### src/rtl/wlb_pkg.sv
package wlb_pkg;
  localparam int ADDR_W  = 3;
  localparam int CODE_W  = 8;
  localparam int FRAME_W = ADDR_W + CODE_W;
  localparam logic [CODE_W-1:0] MID_CODE = 8'h80;

  typedef logic [CODE_W-1:0] code_t;

  typedef struct packed {
    logic [ADDR_W-1:0] addr;
    code_t             code;
  } frame_t;
endpackage

### src/rtl/wlb_sync.sv
// Multi-bit two-or-more-flop synchronizer with per-bit reset values.
module wlb_sync #(
  parameter int          W       = 3,
  parameter int          STAGES  = 2,
  parameter logic [W-1:0] RST_VAL = '0
) (
  input  logic         clk,
  input  logic         rst,
  input  logic [W-1:0] async_i,
  output logic [W-1:0] level_o
);
  for (genvar b = 0; b < W; b++) begin : g_bit
    logic [STAGES-1:0] chain;
    always_ff @(posedge clk) begin
      if (rst) chain <= {STAGES{RST_VAL[b]}};
      else     chain <= {chain[STAGES-2:0], async_i[b]};
    end
    assign level_o[b] = chain[STAGES-1];
  end
endmodule

### src/rtl/wlb_rise_det.sv
// Rising-edge detector on already synchronized levels.
module wlb_rise_det #(
  parameter int          W       = 2,
  parameter logic [W-1:0] RST_VAL = '0
) (
  input  logic         clk,
  input  logic         rst,
  input  logic [W-1:0] level_i,
  output logic [W-1:0] rise_o
);
  logic [W-1:0] prev_q;
  always_ff @(posedge clk) begin
    if (rst) prev_q <= RST_VAL;
    else     prev_q <= level_i;
  end
  assign rise_o = level_i & ~prev_q;
endmodule

### src/rtl/wlb_frame_shift.sv
// Frame register: shifts MSB-first, far end is the top bit.
module wlb_frame_shift #(
  parameter int FRAME_W = wlb_pkg::FRAME_W
) (
  input  logic               clk,
  input  logic               rst,
  input  logic               shift_en,
  input  logic               bit_i,
  output logic [FRAME_W-1:0] frame_o,
  output logic               far_o
);
  logic [FRAME_W-1:0] sr_q;
  always_ff @(posedge clk) begin
    if (rst)           sr_q <= '0;
    else if (shift_en) sr_q <= {sr_q[FRAME_W-2:0], bit_i};
  end
  assign frame_o = sr_q;
  assign far_o   = sr_q[FRAME_W-1];
endmodule

### src/rtl/wlb_latch_bank.sv
// One register per channel; all channels are visible at once and preset
// touches every entry in one cycle.
module wlb_latch_bank
  import wlb_pkg::*;
#(
  parameter int CHANNELS = 4
) (
  input  logic                       clk,
  input  logic                       rst,
  input  logic                       preset_i,
  input  logic                       commit_i,
  input  logic                       hold_i,
  input  frame_t                     frame_i,
  output logic [CHANNELS*CODE_W-1:0] codes_o
);
  logic write_ok;
  assign write_ok = commit_i && !hold_i;

  for (genvar ch = 0; ch < CHANNELS; ch++) begin : g_ch
    code_t lat_q;
    always_ff @(posedge clk) begin
      if (rst || preset_i)
        lat_q <= MID_CODE;
      else if (write_ok && (frame_i.addr == ADDR_W'(ch)))
        lat_q <= frame_i.code;
    end
    assign codes_o[ch*CODE_W +: CODE_W] = lat_q;
  end
endmodule

### src/rtl/wiper_latch_bank.sv
module wiper_latch_bank
  import wlb_pkg::*;
#(
  parameter int CHANNELS    = 4,
  parameter int SYNC_STAGES = 2
) (
  input  logic                       clk,
  input  logic                       rst,
  input  logic                       sclk_i,
  input  logic                       cs_n_i,
  input  logic                       sdi_i,
  input  logic                       preset_i,
  input  logic                       shdn_i,
  output logic                       sdo_o,
  output logic                       shdn_o,
  output logic [CHANNELS*CODE_W-1:0] wiper_o
);
  // bit 2: select, bit 1: serial clock, bit 0: data
  logic [2:0] pin_lvl;
  logic [1:0] pin_rise;
  logic       shift_stb;
  logic       commit_stb;
  logic [FRAME_W-1:0] sr_bits;
  logic       far_bit;
  frame_t     frame_w;
  logic [ADDR_W-1:0] cur_addr;

  wlb_sync #(.W(3), .STAGES(SYNC_STAGES), .RST_VAL(3'b100)) u_sync (
    .clk(clk), .rst(rst),
    .async_i({cs_n_i, sclk_i, sdi_i}),
    .level_o(pin_lvl)
  );

  wlb_rise_det #(.W(2), .RST_VAL(2'b10)) u_rise (
    .clk(clk), .rst(rst),
    .level_i(pin_lvl[2:1]),
    .rise_o(pin_rise)
  );

  assign shift_stb  = pin_rise[0] && !pin_lvl[2];
  assign commit_stb = pin_rise[1];

  wlb_frame_shift #(.FRAME_W(FRAME_W)) u_shift (
    .clk(clk), .rst(rst),
    .shift_en(shift_stb),
    .bit_i(pin_lvl[0]),
    .frame_o(sr_bits),
    .far_o(far_bit)
  );

  assign frame_w  = frame_t'(sr_bits);
  assign cur_addr = frame_w.addr;

  wlb_latch_bank #(.CHANNELS(CHANNELS)) u_bank (
    .clk(clk), .rst(rst),
    .preset_i(preset_i),
    .commit_i(commit_stb),
    .hold_i(shdn_i),
    .frame_i(frame_w),
    .codes_o(wiper_o)
  );

  always_ff @(posedge clk) begin
    if (rst) begin
      sdo_o  <= 1'b0;
      shdn_o <= 1'b0;
    end else begin
      sdo_o  <= shdn_i ? 1'b1 : far_bit;
      shdn_o <= shdn_i;
    end
  end
endmodule

### config.mk
export PLATFORM = sky130hd
export DESIGN_NAME = wiper_latch_bank
export DESIGN_NICKNAME = d
export VERILOG_FILES = /design/src/rtl/wlb_pkg.sv /design/src/rtl/wlb_sync.sv /design/src/rtl/wlb_rise_det.sv /design/src/rtl/wlb_frame_shift.sv /design/src/rtl/wlb_latch_bank.sv /design/src/rtl/wiper_latch_bank.sv
export SDC_FILE = /design/constraint.sdc
export NUM_CORES = 1
export LEC_CHECK = 0
export BUFFER_PORTS_ARGS = -buffer_cell sky130_fd_sc_hd__buf_2
export CORE_MARGIN = 4
export CORE_UTILIZATION = 55
export CTS_BUF_LIST = sky130_fd_sc_hd__clkbuf_2
export DETAILED_ROUTE_END_ITERATION = 8
export PLACE_DENSITY = 0.79
export RECOVER_POWER = 25
export SYNTH_ARGS = -nofsm -noshare
export SYNTH_HDL_FRONTEND = slang
export SYNTH_SLANG_ARGS = --single-unit
### constraint.sdc
create_clock -name clk -period 3.2 [get_ports clk]
set_input_delay 0.48 -clock clk [delete_from_list [all_inputs] [get_ports clk]]
set_output_delay 0.48 -clock clk [all_outputs]
set_load 0.05 [all_outputs]
==> key figures, run 1 <==
Outcome
  – Status: completed

Drt
  – Wirelength, routed: about 3.5 mm
  – Drt via density: ~5.1
  – DRT Pass-1 Iters: 4
  – Average routed wire per standard cell: 13.32 microns
  – 1st-iter DRT viols: 109
  – Detail Route Antenna Nets: 0
  – DRC Markers: 0
  – Routed vias: 1332

Timing
  – Endpoints failing hold: 0
  – Worst-Margin Slew: around 1100 ps
  – Max Slew Vio Count: 0
  – Final count of negative-setup-slack endpoints: 0
  – Final period util: between 60 and 70%
  – Slew HR: ~25%
  – Fmax achieved: slightly below 0.5 GHz
  – Final Critical Period: between 2000 and 2500 ps
  – RSZ-0062 raised after global routing: false
  – Worst Clk Skew: 30.69 ps
  – Setup Total Neg Slack: 0 ps

Place
  – GPL Wtd Cong: 0.7537
  – Detailed Place HPWL: ~2.6 mm
  – I/O Buffers: 40
  – Placed Instance Area: ~0.0021 sq mm

Setup path
  – Setup CP Type: input port to flop
  – Worst Path Required: about 3600 ps
  – Setup crit start kind: input port
  – Max Fanout on Critical Path: 23
  – CP endpoint kind: flop
  – Critical Path AT: approximately 2400 ps

CTS
  – CTS resizes: 0
  – Clk pin slew, worst setup/hold paths: about 230 ps
  – # Post-CTS Setup Buffers: 0
  – CTS max path bufs: 2
  – Hold bufs inserted after CTS: 0
  – Root buf cell: clkbuf_2
  – Clock sink count: 53
  – Cts bufs inserted: 5
  – H-tree lvl count: 2
  – Worst-skew pair later-pin latency: 440 ps
  – Clock tree from TritonCTS: done

Floorplan
  – Chip height: 66.44 microns
  – DIE AREA: 0.004414 sq mm
  – IO Pins: slightly above 40
  – Starting Density: 59.56%
  – Cell row count: 20
  – Die width: between 60 and 70 microns
  – Total core area: around 0.0032 sq mm

Global routing
  – Grt ovf: 0
  – GR Util met1: 20.06%
  – First-pass GRT wire length: between 5 and 6 mm
  – Vias in the first global route: 1311
  – Met2 Resource Use GR: 30.98%
  – Largest net degree at the start of global routing: 24
  – Grt met3 use: 4.422%
  – Initial antenna violation count: 0
  – All-Layer GR Usage: 17.66%
  – GR peak layer: met2

Cells and area
  – Fraction of layout cells with a size suffix above 1: 26.03%
  – Area Growth Syn to Fin: 15.52%
  – Final net count: approximately 230
  – Post-route cell area: 0.002170 sq mm
  – Antenna diodes: 0

Synthesis
  – Mapped Nets: 183
  – Mean Syn Cell Area: 10.67 sq um
  – Seq/Total Area, Yosys: 56.50%
  – Cells after Synth: about 180
  – Synth Register Bits: 53
  – Mapped cell area: about 0.0019 sq mm
  – Synthesis Warnings: 0
  – Synth unique cells: 17

Power and ir drop
  – Max VDD drop: about 0.32 mV
  – P per Cell Area: 474.9 mW/mm^2
  – Pleak: 1.035 nW

Worst hold path
  – Min-Delay Path Class: input port to flop

Flow run
  – MaxCap Viol Count: 0
## final timing paths
| check | start | end | slack (ps) | depth (start not counted) |
|---|---|---|---|---|
| max | rst | u_bank.g_ch[1].lat_q[0]$_SDFFE_PP0P_ | 1150 | 5 |
| min | cs_n_i | u_sync.g_bit[2].chain[0]$_SDFF_PP1_ | 230 | 2 |
| max reg2reg | u_sync.g_bit[2].chain[1]$_SDFF_PP1_ | u_shift.frame_o[10]$_SDFFE_PP0P_ | 1470 | 3 |
| min reg2reg | u_sync.g_bit[0].chain[0]$_SDFF_PP0_ | u_sync.g_bit[0].chain[1]$_SDFF_PP0_ | 430 | 1 |
## layout make-up
class                   count  area [sq um]
clock buffers               6         30.03
clock inverters             2         33.78
fillers                   250         983.4
multi-input cells         116         775.7
flip-flops and latches     53          1061
well taps                  44         55.05
repair buffers             42         214.0
## registers in the layout, indices dropped and copies added (netlist names)
name / flops
u_shift.frame_o: 11
shdn_o: 1
u_bank.g_ch.lat_q: 32
u_rise.prev_q: 2
sdo_o: 1
u_sync.g_bit.chain: 6
## power breakdown
part | internal, W | switching, W | total [W] | leakage (nW)
sequential | 0.000668 | 0.00000232 | 0.000670 | 0.429
combinational | 0.0000106 | 0.0000217 | 0.0000323 | 0.565
clock | 0.000133 | 0.000195 | 0.000328 | 0.0406
total | 0.000811 | 0.000219 | 0.00103 | 1.04
## critical path, cell delays in order
cell and delay [ps]:
clkbuf_1 360, nor2_1 990, buf_4 320, nand2_1 120, mux2i_1 160
## through the flow
| step | total power, W | hold slack [ps] | setup WS (ps) | util [%] | cells |
|---|---|---|---|---|---|
| after floorplan | 0.0007050 | 389.5 | 1888 | - | 176 |
| after global placement | 0.0007137 | 395.6 | 1400 | 66.90 | 255 |
| after detailed placement | 0.0007149 | 405.9 | 1262 | 66.90 | 255 |
| after CTS | 0.001033 | 220.8 | 1484 | 68.93 | 263 |
| after global routing | 0.001068 | 209.9 | 932.2 | 68.81 | 263 |
| final | 0.001030 | 234.2 | 1151 | 68.81 | 263 |
## synth_stat cells
cell | number | area, sq um
nor4b_2 | 1 | 15.01
nor2_2 | 1 | 6.260
nor2b_1 | 6 | 37.54
nand4_2 | 2 | 25.02
dfxtp_1 | 53 | 1061
buf_2 | 1 | 5.000
mux2i_1 | 43 | 430.4
clkbuf_1 | 4 | 15.01
nand2_2 | 1 | 6.260
nor2_1 | 20 | 75.07
buf_6 | 1 | 11.26
nand2_1 | 35 | 131.4
or2_2 | 4 | 25.02
and2b_1 | 1 | 7.510
buf_4 | 1 | 7.510
and2_1 | 1 | 6.260
nor3b_2 | 1 | 12.51
## cells by family after synthesis
kind of cell | count (synthesis) | share of synthesized area (%)
AND/OR/NAND/NOR | 73 | 18.52
flip-flops | 53 | 56.50
multiplexers | 43 | 22.92
buffers and inverters | 7 | 2.065
## per-layer routing
layer | wire (microns) | vias to the layer above | part of all wire [%]
met5 | 0 | - | 0
met4 | 62 | 0 | 1.8
met3 | 149 | 7 | 4.3
met2 | 1749 | 28 | 50
met1 | 1540 | 634 | 44
li1 | - | 663 | -
## placed cells by master (no fill, tap or decap), types with 2 or more instances in the layout
cell type / Yosys / final
nand4_2: 2 / 2
nor2b_1: 6 / 6
buf_2: 1 / 39
clkbuf_2: 0 / 6
or2_2: 4 / 4
mux2i_1: 43 / 43
nand2_1: 35 / 35
dfxtp_1: 53 / 53
buf_4: 1 / 2
nor2_1: 20 / 21
No activity file was read; power rests on OpenSTA's default activity.
==> inputs of run 2 (changes only) <==
CORE_UTILIZATION = 50   (was 55)
PLACE_DENSITY = 0.75   (was 0.79)
clock period = 1.8 ns   (was 3.2 ns; I/O delays follow)
==> key figures, run 2 (synthesis results as in run 1) <==
Worst hold path
  – Min-Delay Path Class: input port to flop (unchanged)

Power and ir drop
  – Pleak: 1.023 nW (was 1.035 nW)
  – Max VDD drop: 0.4654 mV (was 0.3175 mV)
  – P per Cell Area: 774.1 mW/mm^2 (was 474.9 mW/mm^2)
  – Logic pwr share: 3.6% (was 3.1%)
  – Sw Share: 22.32% (was 21.27%)
  – Total power: 0.001669 W (was 0.001030 W)
  – Part of the power in registers: 71.3% (was 65.0%)
  – Power share of the clock group: 25.1% (was 31.8%)
  – Int Pwr: 0.001296 W (was 0.0008113 W)
  – NetSw: 0.0003725 W (was 0.0002191 W)

Outcome
  – Status: completed (unchanged)

Flow run
  – MaxCap Viol Count: 0 (unchanged)

Global routing
  – Largest net degree at the start of global routing: 36 (was 24)
  – Initial antenna violation count: 0 (unchanged)
  – All-Layer GR Usage: 14.87% (was 17.66%)
  – Vias in the first global route: 1210 (was 1311)
  – First-pass GRT wire length: 5.754 mm (was 5.878 mm)
  – Grt ovf: 0 (unchanged)

Floorplan
  – Die width: 69.29 microns (was 66.44 microns)
  – Starting Density: 51.69% (was 59.56%)
  – Chip height: 69.29 microns (was 66.44 microns)
  – Total core area: 0.003633 sq mm (was 0.003153 sq mm)
  – DIE AREA: 0.004800 sq mm (was 0.004414 sq mm)
  – Cell row count: 22 (was 20)
  – IO Pins: 41 (unchanged)

Setup path
  – Max Fanout on Critical Path: 8 (was 23)
  – CP endpoint kind: flop (unchanged)
  – Worst Path Required: 2160 ps (was 3580 ps)
  – Setup CP Type: flop to flop (was input port to flop)
  – Critical Path AT: 1920 ps (was 2430 ps)
  – Setup crit start kind: flop (was input port)

Cells and area
  – Largest Register: u_bank.g_ch.lat_q (unchanged)
  – Final net count: 228 (was 225)
  – Antenna diodes: 0 (unchanged)
  – Largest register FFs: 32 (unchanged)
  – Commonest cells after routing, fill and taps aside: dfxtp_1 (53), mux2i_1 (43), buf_2 (39) (unchanged)
  – Fraction of layout cells with a size suffix above 1: 24.89% (was 26.03%)
  – Fin cells: 269 (was 263)
  – Area Growth Syn to Fin: 14.79% (was 15.52%)
  – Most common cell after layout, fill and taps aside: dfxtp_1 (unchanged)

Timing
  – Hold slack: 51.92 ps (was 234.2 ps)
  – Final Critical Period: 1563 ps
  – Fmax achieved: about 0.64 GHz
  – Final count of negative-setup-slack endpoints: 0 (unchanged)
  – Worst Clk Skew: 7.583 ps (was 30.69 ps)
  – RSZ-0062 raised after global routing: false (unchanged)
  – Slew HR: 52.44% (was 24.69%)
  – Max Slew Vio Count: 0 (unchanged)
  – Endpoints failing hold: 0 (unchanged)
  – Worst-Margin Slew: 713.5 ps (was 1125 ps)
  – Setup Total Neg Slack: 0 ps (unchanged)
  – Final period util: 86.86%

CTS
  – Hold bufs inserted after CTS: 1 (was 0)
  – CTS resizes: 0 (unchanged)
  – Clk pin slew, worst setup/hold paths: 220 ps (was 230 ps)
  – Worst-skew pair later-pin latency: 410 ps (was 440 ps)
  – CTS max path bufs: 2 (unchanged)
  – Clock sink count: 53 (unchanged)
  – H-tree lvl count: 2 (unchanged)
  – Cts bufs inserted: 5 (unchanged)
  – # Post-CTS Setup Buffers: 0 (unchanged)
  – Root buf cell: clkbuf_2 (unchanged)
  – Clock tree from TritonCTS: done (unchanged)

Drt
  – Detail Route Antenna Nets: 0 (unchanged)
  – Average routed wire per standard cell: 12.30 microns (was 13.32 microns)
  – Routed vias: 1282 (was 1332)
  – 1st-iter DRT viols: 72 (was 109)
  – Wirelength, routed: 3.308 mm (was 3.502 mm)
  – DRC Markers: 0 (unchanged)
  – Drt via density: 4.766 (was 5.065)
  – DRT Pass-1 Iters: 4 (unchanged)

Place
  – Detailed Place HPWL: 2.291 mm (was 2.553 mm)
  – GPL Wtd Cong: 0.8012 (was 0.7537)
  – I/O Buffers: 40 (unchanged)
  – DP Cell Count: 261 (was 255)
## run 2: stage by stage
step | utilization, % | instance area, sq um | worst slack, ps
floorplan | - | 1878 | 598.2
CTS | 59.81 | 2173 | 225.8
detailed placement | 58.61 | 2130 | 278.9
finish | 59.33 | 2156 | 236.5
global route | 59.33 | 2156 | 123.0
global placement | 58.61 | 2130 | 318.0
## run 2: metal layers
layer	part of all wire [%]	global-route usage (%)	vias up
met1	48	19.57	578
met2	44	22.25	32
li1	-	-	665
met5	0	0	-
met3	6.6	5.652	7
met4	1.5	5.206	0
## run 2: power by group through the flow
| stage | Combinational (W) | Sequential (W) | Clock [W] |
|---|---|---|---|
| after floorplan | 0.0000321 | 0.00122 | 0 |
| after global placement | 0.0000597 | 0.00121 | 0 |
| after detailed placement | 0.0000599 | 0.00121 | 0 |
| after CTS | 0.0000618 | 0.00119 | 0.000444 |
| after global routing | 0.0000652 | 0.00119 | 0.000486 |
| final | 0.0000593 | 0.00119 | 0.000420 |
## run 2: critical path: stages, from the launching register on
cell and delay, ps:
dfxtp_1 420, nor4b_2 350, and2_1 500, mux2i_1 240
## run 2: layout make-up
type	instances	area, sq um
Clock buffer	6	30.03
Clock inverter	1	3.754
Fill cell	340	1478
Multi-Input combinational cell	116	773.2
Sequential cell	53	1061
Tap cell	48	60.06
Timing Repair Buffer	45	227.7
## run 2: worst paths after layout
kind / startpoint / to / slack (ps) / cells after the start
worst min register to register: u_sync.g_bit[2].chain[0]$_SDFF_PP1_ / u_sync.g_bit[2].chain[1]$_SDFF_PP1_ / 440 / 1
worst min-delay path: sclk_i / u_sync.g_bit[1].chain[0]$_SDFF_PP0_ / 50 / 2
worst max-delay path: u_shift.frame_o[9]$_SDFFE_PP0P_ / u_bank.g_ch[0].lat_q[3]$_SDFFE_PP0P_ / 240 / 3
worst max register to register: u_shift.frame_o[9]$_SDFFE_PP0P_ / u_bank.g_ch[0].lat_q[3]$_SDFFE_PP0P_ / 240 / 3
==> inputs of run 3 (changes only) <==
PLACE_DENSITY = 0.77   (was 0.75)
==> key figures, run 3 (synthesis results as in run 1) <==
Floorplan
  – Chip height: 69.29 microns (unchanged)
  – Die width: 69.29 microns (unchanged)
  – DIE AREA: 0.004800 sq mm (unchanged)
  – Starting Density: 51.69% (unchanged)
  – Total core area: 0.003633 sq mm (unchanged)
  – IO Pins: 41 (unchanged)
  – Cell row count: 22 (unchanged)

Setup path
  – Flop2flop setup slack: 270 ps (was 240 ps)
  – Worst reg2reg path depth: 3 (unchanged)
  – CP Cell Sequence: nor4b_2, and2_1, mux2i_1 (unchanged)
  – CP max-delay cell: and2_1 (unchanged)
  – CP max stage delay: 480 ps (was 500 ps)
  – CP endpoint kind: flop (unchanged)
  – Setup crit start kind: flop (unchanged)
  – Reg-to-Reg Start: u_shift.frame_o[9]$_SDFFE_PP0P_ (unchanged)
  – Worst Path Required: 2150 ps (was 2160 ps)
  – Max Fanout on Critical Path: 8 (unchanged)
  – Setup CP Type: flop to flop (unchanged)
  – Critical Path AT: 1880 ps (was 1920 ps)
  – FF-to-FF End: u_bank.g_ch[0].lat_q[5]$_SDFFE_PP0P_ (was u_bank.g_ch[0].lat_q[3]$_SDFFE_PP0P_)

CTS
  – Cts bufs inserted: 5 (unchanged)
  – Worst-skew pair later-pin latency: 400 ps (was 410 ps)
  – Clock tree from TritonCTS: done (unchanged)
  – # Post-CTS Setup Buffers: 0 (unchanged)
  – Clk pin slew, worst setup/hold paths: 230 ps (was 220 ps)
  – H-tree lvl count: 2 (unchanged)
  – Root buf cell: clkbuf_2 (unchanged)
  – Clock sink count: 53 (unchanged)
  – CTS max path bufs: 2 (unchanged)

Cells and area
  – Largest Register: u_bank.g_ch.lat_q (unchanged)
  – Largest register FFs: 32 (unchanged)
  – Area Growth Syn to Fin: 15.12% (was 14.79%)
  – Most common cell after layout, fill and taps aside: dfxtp_1 (unchanged)
  – Fraction of layout cells with a size suffix above 1: 25.57% (was 24.89%)
  – Final net count: 226 (was 228)
  – Antenna diodes: 0 (unchanged)
  – Commonest cells after routing, fill and taps aside: dfxtp_1 (53), mux2i_1 (43), buf_2 (39) (unchanged)
  – Fillcell total: 323 (was 340)

Place
  – GPL Wtd Cong: 0.7541 (was 0.8012)
  – I/O Buffers: 40 (unchanged)
  – Detailed Place HPWL: 2.170 mm (was 2.291 mm)
  – Pre-CTS setup slack: 273.3 ps (was 278.9 ps)

Drt
  – DRT Pass-1 Iters: 4 (unchanged)
  – Detail Route Antenna Nets: 0 (unchanged)
  – 1st-iter DRT viols: 68 (was 72)
  – DRC Markers: 0 (unchanged)
  – Wirelength, routed: 3.278 mm (was 3.308 mm)
  – Average routed wire per standard cell: 12.28 microns (was 12.30 microns)
  – Drt via density: 4.865 (was 4.766)
  – Routed vias: 1299 (was 1282)

Timing
  – RSZ-0062 raised after global routing: false (unchanged)
  – Fmax achieved: 0.6520 GHz (was 0.6396 GHz)
  – Final Critical Period: 1534 ps (was 1563 ps)
  – Max Slew Vio Count: 0 (unchanged)
  – Final WS setup: 266.4 ps (was 236.5 ps)
  – Endpoints failing hold: 0 (unchanged)
  – Worst-Margin Slew: 898.3 ps (was 713.5 ps)
  – Final count of negative-setup-slack endpoints: 0 (unchanged)
  – Worst Clk Skew: 8.207 ps (was 7.583 ps)
  – Final period util: 85.20% (was 86.86%)
  – Setup Total Neg Slack: 0 ps (unchanged)
  – Slew HR: 40.11% (was 52.44%)

Worst hold path
  – Hold path startpoint: sdi_i (was sclk_i)
  – Min-Delay Path Class: input port to flop (unchanged)
  – Hold Path Depth: 2 (unchanged)
  – Worst Hold End: u_sync.g_bit[0].chain[0]$_SDFF_PP0_ (was u_sync.g_bit[1].chain[0]$_SDFF_PP0_)

Global routing
  – Largest net degree at the start of global routing: 36 (unchanged)
  – Initial antenna violation count: 0 (unchanged)
  – First-pass GRT wire length: 5.637 mm (was 5.754 mm)
  – Grt ovf: 0 (unchanged)
  – All-Layer GR Usage: 14.39% (was 14.87%)
  – Vias in the first global route: 1260 (was 1210)

Flow run
  – MaxCap Viol Count: 0 (unchanged)

Power and ir drop
  – Max VDD drop: 0.3908 mV (was 0.4654 mV)
  – Pleak: 1.027 nW (was 1.023 nW)
  – P per Cell Area: 771.9 mW/mm^2 (was 774.1 mW/mm^2)

Outcome
  – Status: completed (unchanged)
[run 3: per-stage QoR]
stage	power, W	cell area, sq um	util [%]	hold WS (ps)	std cells
floorplan	0.001253	1878	-	341.6	176
global placement	0.001274	2127	58.54	395.3	259
detailed placement	0.001274	2127	58.54	395.7	259
CTS	0.001682	2161	59.47	4.516	266
global route	0.001743	2162	59.50	31.21	267
finish	0.001669	2162	59.50	54.11	267
[run 3: layout make-up]
| cell class | instances | area, sq um | share of cell area, % |
|---|---|---|---|
| multi-input combinational | 116 | 773.2 | 35.76 |
| clock inverter | 1 | 3.754 | 0.1736 |
| tap | 48 | 60.06 | 2.778 |
| timing repair buffer | 43 | 234.0 | 10.82 |
| clock buffer | 6 | 30.03 | 1.389 |
| sequential | 53 | 1061 | 49.07 |
[run 3: worst max path at each step]
stage                               startpoint                                    to  slack (ps)  cells after the start
3_3_place_gp                            shdn_i  u_bank.g_ch[0].lat_q[4]$_SDFFE_PP0P_         330                      4
6_report       u_shift.frame_o[9]$_SDFFE_PP0P_  u_bank.g_ch[0].lat_q[5]$_SDFFE_PP0P_         270                      3
4_1_cts        u_shift.frame_o[9]$_SDFFE_PP0P_  u_bank.g_ch[0].lat_q[5]$_SDFFE_PP0P_         230                      3
2_1_floorplan  u_shift.frame_o[9]$_SDFFE_PP0P_  u_bank.g_ch[0].lat_q[0]$_SDFFE_PP0P_         600                      4
5_1_grt        u_shift.frame_o[9]$_SDFFE_PP0P_  u_bank.g_ch[0].lat_q[6]$_SDFFE_PP0P_         110                      3
3_5_place_dp                            shdn_i  u_bank.g_ch[0].lat_q[4]$_SDFFE_PP0P_         270                      4
[run 3: critical path, delay by kind of cell, from the launching register on]
kind             cells  cell delay (ps)
AND/OR/NAND/NOR      2              830
flip-flops           1              410
multiplexers         1              240
[run 3: power by group]
part | total (W) | internal, W | switching [W] | leakage, nW
clock | 0.000417 | 0.0000907 | 0.000327 | 0.0265
sequential | 0.00119 | 0.00119 | 0.00000344 | 0.429
combinational | 0.0000617 | 0.0000219 | 0.0000398 | 0.572
total | 0.00167 | 0.00130 | 0.000370 | 1.03
[run 3: per-layer routing]
layer / part of all wire, % / wire [microns] / GRT usage, % / up-vias
met4: 1.3 / 44 / 5.857 / 0
li1: - / - / - / 665
met5: 0 / 0 / 0 / -
met3: 6.0 / 198 / 4.203 / 6
met1: 49 / 1601 / 18.07 / 589
met2: 44 / 1434 / 23.09 / 39
[run 3: timing repair]
| action | CTS | global route |
|---|---|---|
| endpoints found under the hold margin | 0 | 1 |
| resized for setup | 0 | 0 |
| hold buffers | 0 | 1 |
